`src/rtl/uart_txh_pkg.sv`:
```
package uart_txh_pkg;
  typedef enum logic [2:0] {
    ST_IDLE,
    ST_START,
    ST_DATA,
    ST_PAR,
    ST_STOP
  } tx_state_e;

  typedef enum logic [1:0] {
    PAR_NONE = 2'd0,
    PAR_EVEN = 2'd1,
    PAR_ODD  = 2'd2,
    PAR_MPB  = 2'd3
  } par_mode_e;
endpackage

```
`src/rtl/uart_txh_flags.sv`:
```
module uart_txh_flags #(
  parameter int DATA_W = 8
) (
  input  logic              clk_i,
  input  logic              rst_ni,
  input  logic              wr_i,
  input  logic [DATA_W-1:0] wr_data_i,
  input  logic              load_i,
  input  logic              end_set_i,
  output logic [DATA_W-1:0] hold_o,
  output logic              empty_o,
  output logic              end_o
);
  logic [DATA_W-1:0] hold_q;
  logic              empty_q;
  logic              end_q;

  // write wins over a same-cycle load or end event
  always_ff @(posedge clk_i or negedge rst_ni) begin
    if (!rst_ni) begin
      hold_q  <= '0;
      empty_q <= 1'b1;
      end_q   <= 1'b1;
    end else if (wr_i) begin
      hold_q  <= wr_data_i;
      empty_q <= 1'b0;
      end_q   <= 1'b0;
    end else begin
      if (load_i)    empty_q <= 1'b1;
      if (end_set_i) end_q   <= 1'b1;
    end
  end

  assign hold_o  = hold_q;
  assign empty_o = empty_q;
  assign end_o   = end_q;
endmodule

```
`src/rtl/uart_txh_parity.sv`:
```
module uart_txh_parity
  import uart_txh_pkg::*;
#(
  parameter int DATA_W = 8
) (
  input  logic [DATA_W-1:0] data_i,
  input  logic              len_short_i,
  input  logic [1:0]        mode_i,
  input  logic              mpb_i,
  output logic              bit_o
);
  localparam logic [DATA_W-1:0] SHORT_MASK = {1'b0, {(DATA_W-1){1'b1}}};

  logic [DATA_W-1:0] counted;
  logic              odd_ones;

  assign counted  = len_short_i ? (data_i & SHORT_MASK) : data_i;
  assign odd_ones = ^counted;

  always_comb begin
    unique case (par_mode_e'(mode_i))
      PAR_EVEN: bit_o = odd_ones;
      PAR_ODD:  bit_o = ~odd_ones;
      PAR_MPB:  bit_o = mpb_i;
      default:  bit_o = 1'b0;
    endcase
  end
endmodule

```
`src/rtl/uart_txh_shifter.sv`:
```
module uart_txh_shifter
  import uart_txh_pkg::*;
#(
  parameter int DATA_W = 8
) (
  input  logic              clk_i,
  input  logic              rst_ni,
  input  logic              en_i,
  input  logic              tick_i,
  input  logic              pend_i,
  input  logic [DATA_W-1:0] hold_i,
  input  logic              par_bit_i,
  input  logic              len_short_i,
  input  logic              par_on_i,
  input  logic              stop2_i,
  output logic              load_o,
  output logic              end_set_o,
  output logic              txd_o
);
  localparam int CNT_W = (DATA_W > 2) ? $clog2(DATA_W) : 1;
  localparam logic [CNT_W-1:0] LAST_LONG  = CNT_W'(DATA_W - 1);
  localparam logic [CNT_W-1:0] LAST_SHORT = CNT_W'(DATA_W - 2);

  tx_state_e         state_q;
  logic [CNT_W-1:0]  cnt_q;
  logic [DATA_W-1:0] sh_q;
  logic              par_q;
  logic              last_data;
  logic              last_stop;
  logic              step;

  assign step      = en_i && tick_i;
  assign last_data = cnt_q == (len_short_i ? LAST_SHORT : LAST_LONG);
  assign last_stop = stop2_i ? (cnt_q == CNT_W'(1)) : (cnt_q == '0);

  assign load_o    = step && pend_i &&
                     ((state_q == ST_IDLE) || (state_q == ST_STOP && last_stop));
  assign end_set_o = step && !pend_i && (state_q == ST_STOP) && last_stop;

  always_ff @(posedge clk_i or negedge rst_ni) begin
    if (!rst_ni) begin
      state_q <= ST_IDLE;
      cnt_q   <= '0;
      sh_q    <= '0;
      par_q   <= 1'b0;
    end else if (!en_i) begin
      state_q <= ST_IDLE;
      cnt_q   <= '0;
    end else if (tick_i) begin
      if (load_o) begin
        sh_q    <= hold_i;
        par_q   <= par_bit_i;
        cnt_q   <= '0;
        state_q <= ST_START;
      end else begin
        unique case (state_q)
          ST_START: begin
            state_q <= ST_DATA;
            cnt_q   <= '0;
          end
          ST_DATA: begin
            sh_q <= sh_q >> 1;
            if (last_data) begin
              cnt_q   <= '0;
              state_q <= par_on_i ? ST_PAR : ST_STOP;
            end else begin
              cnt_q <= cnt_q + 1'b1;
            end
          end
          ST_PAR: begin
            cnt_q   <= '0;
            state_q <= ST_STOP;
          end
          ST_STOP: begin
            if (last_stop) begin
              cnt_q   <= '0;
              state_q <= ST_IDLE;
            end else begin
              cnt_q <= cnt_q + 1'b1;
            end
          end
          default: state_q <= ST_IDLE;
        endcase
      end
    end
  end

  always_comb begin
    if (!en_i) begin
      txd_o = 1'b1;
    end else begin
      unique case (state_q)
        ST_START: txd_o = 1'b0;
        ST_DATA:  txd_o = sh_q[0];
        ST_PAR:   txd_o = par_q;
        default:  txd_o = 1'b1;
      endcase
    end
  end
endmodule

```
`src/rtl/uart_txh.sv`:
```
module uart_txh
  import uart_txh_pkg::*;
#(
  parameter int DATA_W = 8
) (
  input  logic              clk_i,
  input  logic              rst_ni,
  input  logic              tx_en_i,
  input  logic              bit_tick_i,
  input  logic              wr_i,
  input  logic [DATA_W-1:0] wr_data_i,
  input  logic              len7_i,
  input  logic [1:0]        par_mode_i,
  input  logic              mpb_i,
  input  logic              stop2_i,
  input  logic              txi_en_i,
  input  logic              tei_en_i,
  output logic              txd_o,
  output logic              empty_o,
  output logic              end_o,
  output logic              txi_o,
  output logic              tei_o
);
  logic [DATA_W-1:0] hold;
  logic              load;
  logic              end_set;
  logic              par_bit;
  logic              par_on;

  assign par_on = par_mode_e'(par_mode_i) != PAR_NONE;

  uart_txh_flags #(.DATA_W(DATA_W)) u_flags (
    .clk_i     (clk_i),
    .rst_ni    (rst_ni),
    .wr_i      (wr_i),
    .wr_data_i (wr_data_i),
    .load_i    (load),
    .end_set_i (end_set),
    .hold_o    (hold),
    .empty_o   (empty_o),
    .end_o     (end_o)
  );

  uart_txh_parity #(.DATA_W(DATA_W)) u_parity (
    .data_i      (hold),
    .len_short_i (len7_i),
    .mode_i      (par_mode_i),
    .mpb_i       (mpb_i),
    .bit_o       (par_bit)
  );

  uart_txh_shifter #(.DATA_W(DATA_W)) u_shifter (
    .clk_i       (clk_i),
    .rst_ni      (rst_ni),
    .en_i        (tx_en_i),
    .tick_i      (bit_tick_i),
    .pend_i      (!empty_o),
    .hold_i      (hold),
    .par_bit_i   (par_bit),
    .len_short_i (len7_i),
    .par_on_i    (par_on),
    .stop2_i     (stop2_i),
    .load_o      (load),
    .end_set_o   (end_set),
    .txd_o       (txd_o)
  );

  assign txi_o = empty_o && txi_en_i;
  assign tei_o = end_o && tei_en_i;
endmodule

```
`config.mk`:
```
export PLATFORM = sky130hd
export DESIGN_NAME = uart_txh
export DESIGN_NICKNAME = d
export VERILOG_FILES = /design/src/rtl/uart_txh_pkg.sv /design/src/rtl/uart_txh_flags.sv /design/src/rtl/uart_txh_parity.sv /design/src/rtl/uart_txh_shifter.sv /design/src/rtl/uart_txh.sv
export SDC_FILE = /design/constraint.sdc
export NUM_CORES = 1
export LEC_CHECK = 0
export CAP_MARGIN = 40
export CORE_MARGIN = 3
export CORE_UTILIZATION = 61
export DETAILED_ROUTE_END_ITERATION = 8
export DONT_BUFFER_PORTS = 1
export GPL_TIMING_DRIVEN = 0
export PLACE_DENSITY = 0.83
export SLEW_MARGIN = 15
export SYNTH_ARGS = -nofsm -noshare
export SYNTH_HDL_FRONTEND = slang
export SYNTH_SLANG_ARGS = --single-unit
```
`constraint.sdc`:
```
create_clock -name clk_i -period 2.4 [get_ports clk_i]
set_clock_uncertainty 0.05 [all_clocks]
set_input_delay 0 -clock clk_i [delete_from_list [all_inputs] [get_ports clk_i]]
set_output_delay 0 -clock clk_i [all_outputs]
set_load 0.03 [all_outputs]
```
# Word level (Yosys, flattened, before mapping)
# Index checks and enable logic that the tools add are counted.
# totals
register_bits,25
output_inout_bits,5
word_cells,70
# classes
reduce_logical,23
bitwise,1
n_addsub,1
n_eq_ne,13
mux,25
# op_table
cell,count
$mux 3,11
$mux 8,3
$pmux 3 s4,1
$logic_and 1x1->1,9
$pmux 3 s3,1
$reduce_and 3->1,3
$ne 4x3->1 const B,2
$reduce_bool 2->1,4
$reduce_xor 8->1,1
$mux 1,7
$eq 3x1->1 const B,2
$eq 3x2->1 const B,2
$logic_not 3->1,2
$pmux 1 s3,2
$ne 5x2->1 const B,1
$eq 2x2->1 const B,2
$add 3x1->3 const B,1
$eq 3x3->1,1
$eq 3x3->1 const B,1
$eq 2x1->1 const B,1
$ne 2x1->1 const B,1
$reduce_and 2->1,1
$reduce_or 2->1,1
$logic_not 1->1,1
2 further kinds,2

# Logic depth before layout (Yosys ltp)
# depth
depth_word,8
mapped_depth,8
depth_no_buf,7

# By module
# Synthesis repeated with hierarchy kept, for this count alone.
# hier_totals
cells_unflattened,153
area_unflattened_um2,1615.3
# modules_own_cells
module,area_each_um2,seq_area_each_um2,n_inst,cells_each
uart_txh_shifter,1089.8,375.4,1,117
uart_txh_flags,404.1,252.7,1,21
uart_txh_parity,98.8,0.0,1,11
uart_txh,22.5,0.0,1,4

# Worst setup path after synthesis
# OpenSTA, ideal clock, no wires.
# synth_path
path_kind,register to register
start,register u_shifter.cnt_q[0]
end,register u_shifter.cnt_q[2]
path_stages_with_launch,8
slack_ps,498
period_less_slack_ps,1902
setup_time_ps,82
arrival_ps,1770
cell_sequence,dfrtp_1 -> inv_1 -> ha_1 -> mux2i_1 -> o21ai_1 -> o31a_1 -> or4b_1 -> a31oi_1
# synth_via
elab_chain_cells,8
word_cells_on_any_way,16
classes_between,add/sub (1); eq/ne (3); mux (7); reduce/logical (5)
# synth_lines
item,line,text
"start, declared",uart_txh_shifter.sv:25,logic [CNT_W-1:0] cnt_q;
"start signal, assigned",uart_txh_shifter.sv:67,cnt_q <= cnt_q + 1'b1;
"start signal, assigned",uart_txh_shifter.sv:79,cnt_q <= cnt_q + 1'b1;
"parallel branches: the longest is 8 deep, another holds $add 3x1->3",-,
# Several ways; the timed one is not identified. The select of a mux whose other input is x is not followed.
# A chain may end at the register's enable or synchronous reset.

# Worst setup path after layout
# layout_path
start,register u_shifter.state_q[1]
end,register u_shifter.cnt_q[0]
# layout_via
elab_chain_cells,7
word_cells_on_any_way,15
classes_between,eq/ne (5); mux (4); reduce/logical (6)
# layout_lines
item,line,text
"start, declared",uart_txh_shifter.sv:24,tx_state_e state_q;
"start signal, assigned",uart_txh_shifter.sv:65,state_q <= par_on_i ? ST_PAR : ST_STOP;
"parallel branches: the longest is 7 deep, another holds $eq 3x1->1",-,
# Several ways; the timed one is not identified. The select of a mux whose other input is x is not followed.

==> out/qor.yml <==
floorplan:
  die_h_um: 53.9
  rows: 16
  die-area_um2: 2910
  die_w_um: 53.9
  num_io_pins: 25
  core_um2: 2060
  start_util_pct: 67.9
cts:
  clock_path_buffers: 2
  path_clk_slew_ns: 0.13
  cts_root_buf: "clkbuf_4"
  clock_latency_ns: 0.31
  numCtsBuffers: 3
  cts_tree: "yes"
  ctsHtreeMaxLevel: 1
  clock-sinks: 25
cells_and_area:
  finalNetCount: 190
  diodes: 0
  drive_above_1_share_pct: 13.9
  syn_to_final_growth_pct: 19.8
  fin_util_pct: 81.4
  finalNonFillerCells: 193
  final_area_um2: 1680
synth:
  yosys-top-cells-count: "dfrtp_1 (23), nand2_1 (21), inv_1 (10), o21ai_0 (10), mux2i_1 (9)"
  synth_warnings: 0
  synth_cell_type_count: 41
  yosysTopAreaCellShare_pct: 41.1
  postSynthCellCount: 142
  syn_area_per_cell_um2: 9.86
  synth.most_common_cell: "dfrtp_1"
  syn-cell-area_um2: 1400
  ys.flop_type: "dfrtp_1"
  synth_top_area_cell: "dfrtp_1"
  synth_nets: 165
  synth.area.top_cells: "dfrtp_1 (41%), mux2i_1 (6.4%), mux2_2 (5.6%)"
  async_flop_share_pct: 100
  synth_seq_cells: 25
  synth_edf_count: 0
  synth-seq-area-share_pct: 44.9
sta:
  period_needed_ns: 2.31
  relSlewSlack_pct: 68.2
  hold_viol_final: 0
  clock.fmax_mhz: 432
  finalCritPeriodShare_pct: 96.4
  setup_viol: 0
  drv_slew: 0
  setup-tns-final_ns: 0
  worst_pin_slew_ns: 0.477
worst_setup_path:
  r2r_cells: 7
  cp-end-kind: "register"
  reg2reg_to: "u_shifter.cnt_q[0]"
  crit_arrival_ns: 2.47
  worstSetupPathType: "register to register"
  critPathTopFamily: "buffers and inverters"
  critPathMaxStageDelay_ns: 0.55
  crit_buf_inv: 2
  crit_required_ns: 2.55
  r2r_start: "u_shifter.state_q[1]"
  reg2reg_slack_ns: 0.09
  startpoint_type: "register"
  crit_slowest_cell: "dlygate4sd3_1"
  cp_cell_sequence: "buf_2, o21ai_0, o311ai_2, nand2_1, o31ai_1, and2_1, dlygate4sd3_1"
  critPathMaxFanout: 10
placed_design:
  place_area_um2: 1430
  dp_hpwl_um: 2050
  placed_cells: 169
  portBuffers: 0
  gp_congestion: 0.844
route:
  via_per_inst: 5.80
  dr.pass1.iters: 4
  avgRoutedWirePerCell_um: 15.2
  detail_route.iter0.violations: 23
  drc: 0
  drt.antenna.violating_nets: 0
  drt-total-wl_um: 2940
  num_vias: 1120
run:
  maxCapViolations: 0
power:
  p_total_w: 0.00124
  leakage_nw: 0.746
  ir_drop_uv: 492
  powerDensity_nw_per_um2: 737
grt:
  gr-total-overflow: 0
  grtUsageTotal_pct: 23.4
  grt_pass1_wl_um: 4820
  antenna_found_initial: 0
  grt_pass1_vias: 1151
  grt_max_degree: 26
min_path:
  hold_class: "primary input to async pin"
status:
  status: "completed"
area by class of cell:
type,count,area [um2]
inverter,10,37.5
sequential,25,629
timing repair buffer,20,205
tap,27,33.8
clock buffer,4,26.3
buffer,5,21.3
fill,125,384
multi-input combinational,102,724
layer usage:
metal | part of all wire, % | global-route usage (%) | wire (um) | up-vias
li1 | - | - | - | 547
met1 | 38 | 25.0 | 1120 | 528
met2 | 54 | 43.3 | 1590 | 39
met3 | 6.1 | 4.99 | 178 | 6
met4 | 1.5 | 10.2 | 44 | 0
met5 | 0 | 0 | 0 | -
repair_timing:
item	in CTS	in global routing
buffers inserted	0	2
endpoints found under the hold margin	41	0
hold buffers	18	0
resized for setup	0	3
setup endpoints to repair	0	8
report_power, final:
part / internal [W] / switching, W
Sequential: 0.000522 / 0.0000835
Combinational: 0.000214 / 0.000235
Clock: 0.0000649 / 0.000117
Total: 0.000801 / 0.000435
cells by family after synthesis:
group	after synthesis	synth area share (%)
xor+xnor	7	5.90
fa+ha+maj	3	2.68
mux	16	12.1
simple gates	42	14.7
flops	25	44.9
compound gates	34	15.5
buf+inv	15	4.20
metrics by stage:
stage | setup WS, ns | hold slack [ns]
after detailed placement | 0.181 | -0.345
after global routing | -0.0201 | 0.0403
after global placement | 0.266 | -0.345
after floorplan | 0.498 | -0.346
after CTS | 0.0692 | 0.0335
final | 0.0861 | 0.0492
flip-flops by register name, indices dropped and copies added (netlist names):
register and cells:
u_flags.hold_o 8, u_shifter.sh_q 8, u_shifter.cnt_q 3, u_shifter.state_q 3
u_flags.empty_o 1, u_flags.end_o 1, u_shifter.par_q 1
cells in the final DEF, fill, tap and decap left out, types with 4 or more instances in the layout:
master,n
clkbuf_1,4
dfrtp_1,22
dlygate4sd3_1,17
inv_1,10
mux2_2,7
mux2i_1,8
nand2_1,21
nor2_1,5
o21ai_0,10
o21ai_1,4
xnor2_1,4
worst max path at each step:
| stage | depth (start not counted) | startpoint | endpoint |
|---|---|---|---|
| 6_report | 7 | u_shifter.state_q[1] | u_shifter.cnt_q[0] |
| 5_1_grt | 7 | u_shifter.state_q[1] | u_shifter.cnt_q[0] |
| 4_1_cts | 8 | u_shifter.cnt_q[0] | u_shifter.cnt_q[0] |
| 3_5_place_dp | 8 | u_shifter.cnt_q[0] | u_shifter.sh_q[2] |
| 3_3_place_gp | 7 | u_shifter.cnt_q[0] | u_shifter.sh_q[6] |
| 2_1_floorplan | 7 | u_shifter.cnt_q[0] | u_shifter.cnt_q[2] |
Note: power is estimated with default switching activity, not from simulation.
